==> config.mk <==
export PLATFORM = sky130hd
export DESIGN_NAME = i2c_word_target
export DESIGN_NICKNAME = d
export VERILOG_FILES = /design/src/rtl/i2ct_pkg.sv /design/src/rtl/i2ct_ctrl.sv /design/src/rtl/i2ct_data.sv /design/src/rtl/i2c_word_target.sv
export SDC_FILE = /design/constraint.sdc
export NUM_CORES = 2
export LEC_CHECK = 0
export ABC_AREA = 0
export BUFFER_PORTS_ARGS = -buffer_cell sky130_fd_sc_hd__buf_4
export CAP_MARGIN = 20
export CORE_UTILIZATION = 43
export DETAILED_ROUTE_END_ITERATION = 12
export GPL_TIMING_DRIVEN = 1
export SLEW_MARGIN = 20
export SYNTH_ARGS = -nofsm -noshare
export SYNTH_HDL_FRONTEND = slang
export SYNTH_SLANG_ARGS = --single-unit
==> constraint.sdc <==
create_clock -name clk -period 2.7 [get_ports clk]
set_clock_uncertainty 0.15 [all_clocks]
set_input_delay 0.135 -clock clk [delete_from_list [all_inputs] [get_ports clk]]
set_output_delay 0.135 -clock clk [all_outputs]
set_load 0.02 [all_outputs]
==> src/rtl/i2ct_pkg.sv <==
package i2ct_pkg;

  // Strobes from the bus engine to the storage side
  typedef struct packed {
    logic       wrByte;   // a received byte is ready
    logic [7:0] wrData;
    logic       rdBit;    // one transmitted bit completed
    logic       rdStart;  // read address acknowledged
    logic       rdDone;   // matched read ended
    logic       wrDone;   // matched write ended
  } tgtStrobe_t;

  // register indices inside the register window
  localparam logic [2:0] REG_WRPTR = 3'd0;
  localparam logic [2:0] REG_RDPTR = 3'd1;
  localparam logic [2:0] REG_DEVADDR = 3'd2;
  localparam logic [2:0] REG_INTEN = 3'd3;
  localparam logic [2:0] REG_INTSTAT = 3'd4;

  // interrupt bit positions
  localparam int INT_RDSTART = 0;
  localparam int INT_RDDONE = 1;
  localparam int INT_WRDONE = 2;

endpackage

==> src/rtl/i2ct_ctrl.sv <==
module i2ct_ctrl
  import i2ct_pkg::*;
#(
  parameter int SYNC_STAGES = 2
) (
  input  logic       clk,
  input  logic       rstN,
  input  logic       sclIn,
  input  logic       sdaIn,
  input  logic [6:0] devAddr,
  input  logic [7:0] txByte,
  output logic       sdaOe,
  output tgtStrobe_t strb
);

  typedef enum logic [2:0] {
    ST_IDLE, ST_ADDR, ST_AACK, ST_WDATA, ST_WACK, ST_RDATA, ST_RACK
  } tgtState_e;

  // ---- input synchronizers, one chain per line ----
  logic [1:0] rawIn;
  logic [1:0] syncOut;
  assign rawIn = {sclIn, sdaIn};

  for (genvar g = 0; g < 2; g++) begin : gSync
    logic [SYNC_STAGES-1:0] chain;
    always_ff @(posedge clk or negedge rstN) begin
      if (!rstN) chain <= '1;
      else       chain <= {chain[SYNC_STAGES-2:0], rawIn[g]};
    end
    assign syncOut[g] = chain[SYNC_STAGES-1];
  end

  logic sclS, sdaS, sclPrev, sdaPrev;
  assign sclS = syncOut[1];
  assign sdaS = syncOut[0];

  always_ff @(posedge clk or negedge rstN) begin
    if (!rstN) begin
      sclPrev <= 1'b1;
      sdaPrev <= 1'b1;
    end else begin
      sclPrev <= sclS;
      sdaPrev <= sdaS;
    end
  end

  logic startDet, stopDet, sclRise, sclFall;
  assign startDet = sclS && sclPrev && sdaPrev && !sdaS;
  assign stopDet  = sclS && sclPrev && !sdaPrev && sdaS;
  assign sclRise  = sclS && !sclPrev;
  assign sclFall  = !sclS && sclPrev;

  // ---- bit engine ----
  tgtState_e  state;
  logic [3:0] bitCnt;
  logic [7:0] shiftIn, shiftOut;
  logic       isRead, inWrite, inRead, ackSeen;

  always_ff @(posedge clk or negedge rstN) begin
    if (!rstN) begin
      state    <= ST_IDLE;
      bitCnt   <= '0;
      shiftIn  <= '0;
      shiftOut <= '0;
      isRead   <= 1'b0;
      inWrite  <= 1'b0;
      inRead   <= 1'b0;
      ackSeen  <= 1'b0;
      strb     <= '0;
    end else begin
      strb <= '0;
      if (startDet || stopDet) begin
        strb.wrDone <= inWrite;
        strb.rdDone <= inRead;
        inWrite     <= 1'b0;
        inRead      <= 1'b0;
        bitCnt      <= '0;
        state       <= startDet ? ST_ADDR : ST_IDLE;
      end else begin
        unique case (state)
          ST_ADDR: begin
            if (sclRise && bitCnt != 4'd8) begin
              shiftIn <= {shiftIn[6:0], sdaS};
              bitCnt  <= bitCnt + 4'd1;
            end else if (sclFall && bitCnt == 4'd8) begin
              if (shiftIn[7:1] == devAddr) begin
                state  <= ST_AACK;
                isRead <= shiftIn[0];
              end else begin
                state <= ST_IDLE;
              end
            end
          end
          ST_AACK: begin
            if (sclFall) begin
              bitCnt <= '0;
              if (isRead) begin
                state        <= ST_RDATA;
                shiftOut     <= txByte;
                inRead       <= 1'b1;
                strb.rdStart <= 1'b1;
              end else begin
                state   <= ST_WDATA;
                inWrite <= 1'b1;
              end
            end
          end
          ST_WDATA: begin
            if (sclRise && bitCnt != 4'd8) begin
              shiftIn <= {shiftIn[6:0], sdaS};
              bitCnt  <= bitCnt + 4'd1;
            end else if (sclFall && bitCnt == 4'd8) begin
              strb.wrByte <= 1'b1;
              strb.wrData <= shiftIn;
              state       <= ST_WACK;
            end
          end
          ST_WACK: begin
            if (sclFall) begin
              bitCnt <= '0;
              state  <= ST_WDATA;
            end
          end
          ST_RDATA: begin
            if (sclFall) begin
              shiftOut   <= {shiftOut[6:0], 1'b1};
              bitCnt     <= bitCnt + 4'd1;
              strb.rdBit <= 1'b1;
              if (bitCnt == 4'd7) state <= ST_RACK;
            end
          end
          ST_RACK: begin
            if (sclRise) ackSeen <= !sdaS;
            if (sclFall) begin
              bitCnt <= '0;
              if (ackSeen) begin
                shiftOut <= txByte;
                state    <= ST_RDATA;
              end else begin
                state <= ST_IDLE;
              end
            end
          end
          default: state <= ST_IDLE;
        endcase
      end
    end
  end

  assign sdaOe = (state == ST_AACK) || (state == ST_WACK) ||
                 ((state == ST_RDATA) && !shiftOut[7]);

  // ---- assertions ----
  a_r2_start_to_addr: assert property (@(posedge clk) disable iff (!rstN)
    startDet |=> (state == ST_ADDR));

  a_r6_done_exclusive: assert property (@(posedge clk) disable iff (!rstN)
    $onehot0({strb.wrDone, strb.rdDone}));

  a_r11_nack_releases: assert property (@(posedge clk) disable iff (!rstN)
    (state == ST_RACK && sclFall && !ackSeen && !startDet && !stopDet) |=> !sdaOe);

  a_r4_bit_after_fall: assert property (@(posedge clk) disable iff (!rstN)
    strb.rdBit |-> $past(sclFall));

endmodule

==> src/rtl/i2ct_data.sv <==
module i2ct_data
  import i2ct_pkg::*;
#(
  parameter int         FILE_BYTES = 64,
  parameter logic [6:0] DEF_ADDR   = 7'h50,
  localparam int        BYTE_AW    = $clog2(FILE_BYTES),
  localparam int        WORDS      = FILE_BYTES / 4,
  localparam int        WORD_AW    = BYTE_AW - 2,
  localparam int        RDP_W      = BYTE_AW + 3,
  localparam int        CPU_AW     = WORD_AW + 2
) (
  input  logic              clk,
  input  logic              rstN,
  input  tgtStrobe_t        strb,
  output logic [7:0]        txByte,
  output logic [6:0]        devAddr,
  input  logic              cpuEn,
  input  logic              cpuWe,
  input  logic [CPU_AW-1:0] cpuAddr,
  input  logic [31:0]       cpuWdata,
  output logic [31:0]       cpuRdata,
  output logic              irq
);

  logic [31:0]        rxMem [WORDS];
  logic [31:0]        txMem [WORDS];
  logic [BYTE_AW-1:0] wrPtr;
  logic [RDP_W-1:0]   rdPtr;
  logic [2:0]         intEn, intStat, setVec, w1c;

  // ---- CPU decode ----
  logic regWr, txWr, wrPtrClr, rdPtrClr;
  assign regWr    = cpuEn && cpuWe && cpuAddr[CPU_AW-1];
  assign txWr     = cpuEn && cpuWe && !cpuAddr[CPU_AW-1] && cpuAddr[CPU_AW-2];
  assign wrPtrClr = regWr && (cpuAddr[2:0] == REG_WRPTR);
  assign rdPtrClr = regWr && (cpuAddr[2:0] == REG_RDPTR);
  assign w1c      = (regWr && cpuAddr[2:0] == REG_INTSTAT) ? cpuWdata[2:0] : 3'b000;

  // ---- receive file and pointer ----
  always_ff @(posedge clk or negedge rstN) begin
    if (!rstN) begin
      for (int i = 0; i < WORDS; i++) rxMem[i] <= '0;
      wrPtr <= '0;
    end else begin
      if (strb.wrByte)
        rxMem[wrPtr[BYTE_AW-1:2]][{wrPtr[1:0], 3'b000} +: 8] <= strb.wrData;
      if (wrPtrClr)         wrPtr <= '0;
      else if (strb.wrByte) wrPtr <= wrPtr + 1'b1;
    end
  end

  // ---- transmit file and bit pointer ----
  always_ff @(posedge clk or negedge rstN) begin
    if (!rstN) begin
      for (int i = 0; i < WORDS; i++) txMem[i] <= '1;
      rdPtr <= '0;
    end else begin
      if (txWr) txMem[cpuAddr[WORD_AW-1:0]] <= cpuWdata;
      if (rdPtrClr)        rdPtr <= '0;
      else if (strb.rdBit) rdPtr <= rdPtr + 1'b1;
    end
  end

  logic [31:0] txWord;
  assign txWord = txMem[rdPtr[RDP_W-1:5]];
  assign txByte = txWord[{rdPtr[4:3], 3'b000} +: 8];

  // ---- control registers and interrupts ----
  assign setVec = {strb.wrDone, strb.rdDone, strb.rdStart};

  always_ff @(posedge clk or negedge rstN) begin
    if (!rstN) begin
      devAddr <= DEF_ADDR;
      intEn   <= '0;
      intStat <= '0;
    end else begin
      if (regWr && cpuAddr[2:0] == REG_DEVADDR) devAddr <= cpuWdata[6:0];
      if (regWr && cpuAddr[2:0] == REG_INTEN)   intEn   <= cpuWdata[2:0];
      intStat <= setVec | (intStat & ~w1c);
    end
  end

  assign irq = |(intStat & intEn);

  // ---- read mux ----
  logic [31:0] rdMux;
  always_comb begin
    rdMux = '0;
    if (cpuAddr[CPU_AW-1]) begin
      unique case (cpuAddr[2:0])
        REG_WRPTR:   rdMux[BYTE_AW-1:0] = wrPtr;
        REG_RDPTR:   rdMux[RDP_W-1:0]   = rdPtr;
        REG_DEVADDR: rdMux[6:0]         = devAddr;
        REG_INTEN:   rdMux[2:0]         = intEn;
        REG_INTSTAT: rdMux[2:0]         = intStat;
        default:     rdMux              = '0;
      endcase
    end else if (cpuAddr[CPU_AW-2]) begin
      rdMux = txMem[cpuAddr[WORD_AW-1:0]];
    end else begin
      rdMux = rxMem[cpuAddr[WORD_AW-1:0]];
    end
  end

  always_ff @(posedge clk or negedge rstN) begin
    if (!rstN)                cpuRdata <= '0;
    else if (cpuEn && !cpuWe) cpuRdata <= rdMux;
  end

  logic unusedBits;
  assign unusedBits = ^{cpuWdata[31:7], cpuAddr[WORD_AW-1:3]};

  // ---- assertions ----
  a_r3_wrptr_step: assert property (@(posedge clk) disable iff (!rstN)
    (strb.wrByte && !wrPtrClr) |=> (wrPtr == $past(wrPtr) + 1'b1));

  a_r5_rdptr_step: assert property (@(posedge clk) disable iff (!rstN)
    (strb.rdBit && !rdPtrClr) |=> (rdPtr == $past(rdPtr) + 1'b1));

  a_r9_ptr_zeroed: assert property (@(posedge clk) disable iff (!rstN)
    (wrPtrClr || rdPtrClr) |=> ((wrPtr == '0) || (rdPtr == '0)));

  a_r6_wrdone_cause: assert property (@(posedge clk) disable iff (!rstN)
    $rose(intStat[INT_WRDONE]) |-> $past(strb.wrDone));

  a_r7_w1c_clears: assert property (@(posedge clk) disable iff (!rstN)
    (w1c[INT_RDDONE] && !setVec[INT_RDDONE]) |=> !intStat[INT_RDDONE]);

endmodule

==> src/rtl/i2c_word_target.sv <==
module i2c_word_target
  import i2ct_pkg::*;
#(
  parameter int         FILE_BYTES  = 64,
  parameter logic [6:0] DEF_ADDR    = 7'h50,
  parameter int         SYNC_STAGES = 2
) (
  input  logic                          clk,
  input  logic                          rstN,
  input  logic                          sclIn,
  input  logic                          sdaIn,
  output logic                          sdaOe,
  input  logic                          cpuEn,
  input  logic                          cpuWe,
  input  logic [$clog2(FILE_BYTES)-1:0] cpuAddr,
  input  logic [31:0]                   cpuWdata,
  output logic [31:0]                   cpuRdata,
  output logic                          irq
);

  tgtStrobe_t strb;
  logic [7:0] txByte;
  logic [6:0] devAddr;

  i2ct_ctrl #(.SYNC_STAGES(SYNC_STAGES)) u_ctrl (
    .clk(clk), .rstN(rstN), .sclIn(sclIn), .sdaIn(sdaIn),
    .devAddr(devAddr), .txByte(txByte), .sdaOe(sdaOe), .strb(strb)
  );

  i2ct_data #(.FILE_BYTES(FILE_BYTES), .DEF_ADDR(DEF_ADDR)) u_data (
    .clk(clk), .rstN(rstN), .strb(strb), .txByte(txByte), .devAddr(devAddr),
    .cpuEn(cpuEn), .cpuWe(cpuWe), .cpuAddr(cpuAddr), .cpuWdata(cpuWdata),
    .cpuRdata(cpuRdata), .irq(irq)
  );

endmodule

==> summary.md <==
With fillers left out, the area of the finished cells amounts to 63700 µm². The count of nets left with antenna violations once routing finished came out at 0. In this run the post-CTS setup repair buffer count came out at 0. The biggest area contributor in the post-synthesis netlist is sky130_fd_sc_hd__dfrtp_1.

The Yosys step of the flow raised 0 warnings. For this run, design rule violations remaining after detail routing come to 0. The floorplan step set the die height to 359 µm.

During I/O placement, the number of pins put on the boundary was 78. The CTS H-tree depth is 3. The count of inserted antenna diode cells was 0; the overall routing resource usage was 25.4%. Worst-case setup margin in the final layout: 0.0459 ns. The worst setup path is captured at a register. The detailed-route vias per instance was 5.89; the peak fanout along the critical path was 11. The tools report the total detailed-routing wirelength as 162000 µm. Routed wire length per instance: 26.1 µm. Cells with a size suffix above 1 make up 43.9% of the layout. The endpoint identified for the worst register-to-register timing path is u_ctrl.shiftOut[3]. Critical path start-end classification: register to register.

STA classifies the critical path startpoint as a register. The setup check on the worst reg-to-reg path leaves a slack of 0.05 ns. The die outline area is 129000 µm². For the number of pins with negative max-slew slack in the final report, the log shows 0. Entering global routing, the biggest net connects 121 pins. The share of flip-flops with an asynchronous set or reset after synthesis is 100%. The launch point of the worst reg-to-reg path is u_data.rdPtr[3]. The congestion estimate from routability-driven global placement came to 0.889. The run finished with clean final reports. Timing would allow up to 377 MHz.

Prior to clock tree synthesis, the placed netlist has a worst setup slack of 0.0860 ns. Max-cap violations in this run came to 0. TritonCTS built the clock tree. The power per standard cell area was 685 nW/µm²; the number of enable flip-flop cells after synthesis was 0. The run gives 0 as the overflow left after global routing. The gate count after technology mapping was 4291; the clock input transition at the sequential cells of the worst setup and hold paths was 0.06 ns. At the end of the flow, the number of nets in the layout was 4523. The run gives 7 as the number of antenna violations at the first check in global routing. The die span in x works out to 359 µm. The number of cells on the worst reg-to-reg path is 7. Clock tree synthesis found a total of 1130 sinks. Subtracting the final worst setup slack from the clock period gives 2.65 ns. Post-synthesis to final-layout area growth: 16.0%. The leakage power was 26.2 nW; the final HPWL from detailed placement was 110000 µm.

The number of rows in the core area came out at 130. Sorting the synthesized cells by area gives the leading types as sky130_fd_sc_hd__dfrtp_1 28%, sky130_fd_sc_hd__dfstp_2 25%, sky130_fd_sc_hd__mux4_2 17%, sky130_fd_sc_hd__mux2_2 10%, sky130_fd_sc_hd__o21ai_0 4.8%. The worst hold path belongs to the class primary input to async pin. Yosys mapped the design onto 64 distinct sky130hd cell types. Setup violations remaining at the end of the flow were counted as 0. The routed layout has 36674 vias.

For the post-synthesis sequential area ratio, the log shows 52.7%. The via count of the first global-routing pass came out at 36674. In this run, CTS created clock tree buffers numbering 119. The dominant register cell in the synthesized netlist is sky130_fd_sc_hd__dfrtp_1.

Share of the synthesized area in the top cell type: 27.8%. The worst path required time was 3.19 ns; the clock network latency to the later pin of the worst-skew pair was 0.76 ns. The most common cell after layout, fill and taps aside was sky130_fd_sc_hd__nand2_1. The tools report the arrival time reported for the critical path endpoint as 3.14 ns. IR analysis of the VDD net gives a maximum drop of 601 µV. The first-iteration detailed-routing DRC count was 3187; the first-pass GRT wire length was 248000 µm. The filler cells instantiated in the layout total 10733.

The longest clock path from root to sink contains 3 buffers. The post-placement cell area was 58900 µm²; the first-pass detailed-route iteration total was 6. The count of buffers inserted at the top-level ports is 77. Clock tree synthesis selected as its root buffer the cell sky130_fd_sc_hd__clkbuf_16. Measured against its own limit, the worst slew margin works out to 41.9%. In the layout the commonest cells are 687 x sky130_fd_sc_hd__nand2_1, 606 x sky130_fd_sc_hd__dfrtp_1, 527 x sky130_fd_sc_hd__o21ai_0, 520 x sky130_fd_sc_hd__dfstp_2, 499 x sky130_fd_sc_hd__mux2_2.

The post-synthesis cell area was 54900 µm². After floorplanning, the core was sized to cover 126000 µm². The tools report the number of hold violations in the final report as 0. The starting utilization of the core area is 43.5%, and the per-instance average area after synthesis is 12.8 µm². The run gives 4344 as the net count after synthesis.

The fraction of the cycle the final worst path needs is 98.3%. The total of flip-flops plus latches after synthesis came out at 1130. The transition at the pin with the smallest max-transition slack works out to 0.871 ns. Setup repair after global routing could not meet its margin everywhere.
stage by stage:
stage                     hold WS (ns)  TNS (ns)  utilization, %  std cells  power [mW]
final                           0.0510         0            50.5       6224        43.6
after global routing            0.0840    -0.439            50.5       6224        45.0
after CTS                       0.0405         0            50.5       6225        43.9
after detailed placement        0.0978         0            46.7       5953        25.9
after global placement          0.0952         0            46.7       5953        25.8
after floorplan                 -0.311         0               -       4291        23.0
cell type report:
cell class,count,area (µm²),area share [%]
clock inverters,51,795,1.25
multi-input cells,2805,24300,38.2
well taps,1650,2060,3.24
repair buffers,402,3970,6.24
clock buffers,174,3500,5.49
flip-flops and latches,1130,28900,45.5
inverters,12,46.3,0.0727
report_power, final:
| part | switching (mW) | total (mW) | internal, mW | leakage [nW] |
|---|---|---|---|---|
| Combinational | 3.44 | 6.44 | 2.99 | 10.3 |
| Sequential | 0.941 | 19.3 | 18.3 | 13.8 |
| Clock | 7.18 | 17.9 | 10.7 | 2.09 |
| Total | 11.6 | 43.6 | 32.0 | 26.2 |
kinds of logic (layout without fill, tap and decap cells):
group                      count (synthesis)  count (layout)  synth area share [%]
muxes                                   1008            1008                  28.8
DFF                                     1130            1130                  52.7
buffers and inverters                    356             639                  3.12
adders and majority gates                  9               9                 0.205
xor gates and xnor gates                  20              20                 0.319
and+or+nand+nor                         1067            1067                  7.88
AOI/OAI and AO/OA                        701             701                  6.96
state kept, by name, summed over array words and instances (netlist names), 3 cells and up:
signal	cells
u_ctrl.bitCnt	4
u_ctrl.gSync.chain	4
u_ctrl.shiftIn	8
u_ctrl.shiftOut	8
u_ctrl.state	3
u_ctrl.strb	13
u_data.cpuRdata	32
u_data.devAddr	7
u_data.intEn	3
u_data.intStat	3
u_data.rdPtr	9
u_data.rxMem	512
u_data.txMem	512
u_data.wrPtr	6
critical path: stages, from the launching register on:
cell and delay, ns:
sky130_fd_sc_hd__dfrtp_1 0.56, sky130_fd_sc_hd__nor2b_1 0.48, sky130_fd_sc_hd__nand2b_1 0.34, sky130_fd_sc_hd__buf_4 0.24, sky130_fd_sc_hd__o22ai_1 0.36, sky130_fd_sc_hd__nor3_1 0.13
sky130_fd_sc_hd__nand2_1 0.17, sky130_fd_sc_hd__a21oi_1 0.09
synthesized netlist by cell type, drive strengths merged, types with 10 or more instances:
cell	number
nand3	18
nor3	30
o31ai	25
xor2	14
nor2b	15
and2	16
o22ai	55
inv	11
nand2	688
dfrtp	610
clkbuf	205
a22oi	25
o21ai	530
dfstp	520
nand4	10
mux2i	60
nor2	248
mux4	403
mux2	545
buf	139
a21oi	28
layer usage:
layer,track usage (%),vias up,routed length [µm]
met5,0,-,62
met4,7.66,10,4430
met3,4.76,245,10800
met2,37.7,1113,72500
met1,37.8,19357,74500
li1,-,15949,-
worst max path at each step:
stage                    startpoint                  to  slack [ns]  cells past startpoint
floorplan           u_data.wrPtr[0]     u_data.rxMem[7]        0.33                      7
global placement    u_data.rdPtr[3]  u_ctrl.shiftOut[3]        0.04                      7
detailed placement  u_data.rdPtr[3]  u_ctrl.shiftOut[3]        0.09                      7
CTS                 u_data.rdPtr[3]  u_ctrl.shiftOut[3]        0.07                      7
global route        u_data.wrPtr[1]   u_data.rxMem[226]       -0.05                      6
finish              u_data.rdPtr[3]  u_ctrl.shiftOut[3]        0.05                      7
what timing repair did:
| item | 4_1_cts | 5_1_grt |
|---|---|---|
| resized for setup | 0 | 2 |
| setup endpoints to repair | 0 | 13 |
| endpoints found under the hold margin | 1356 | 0 |
| hold buffers | 47 | 0 |
Note: power is estimated with default switching activity, not from simulation.
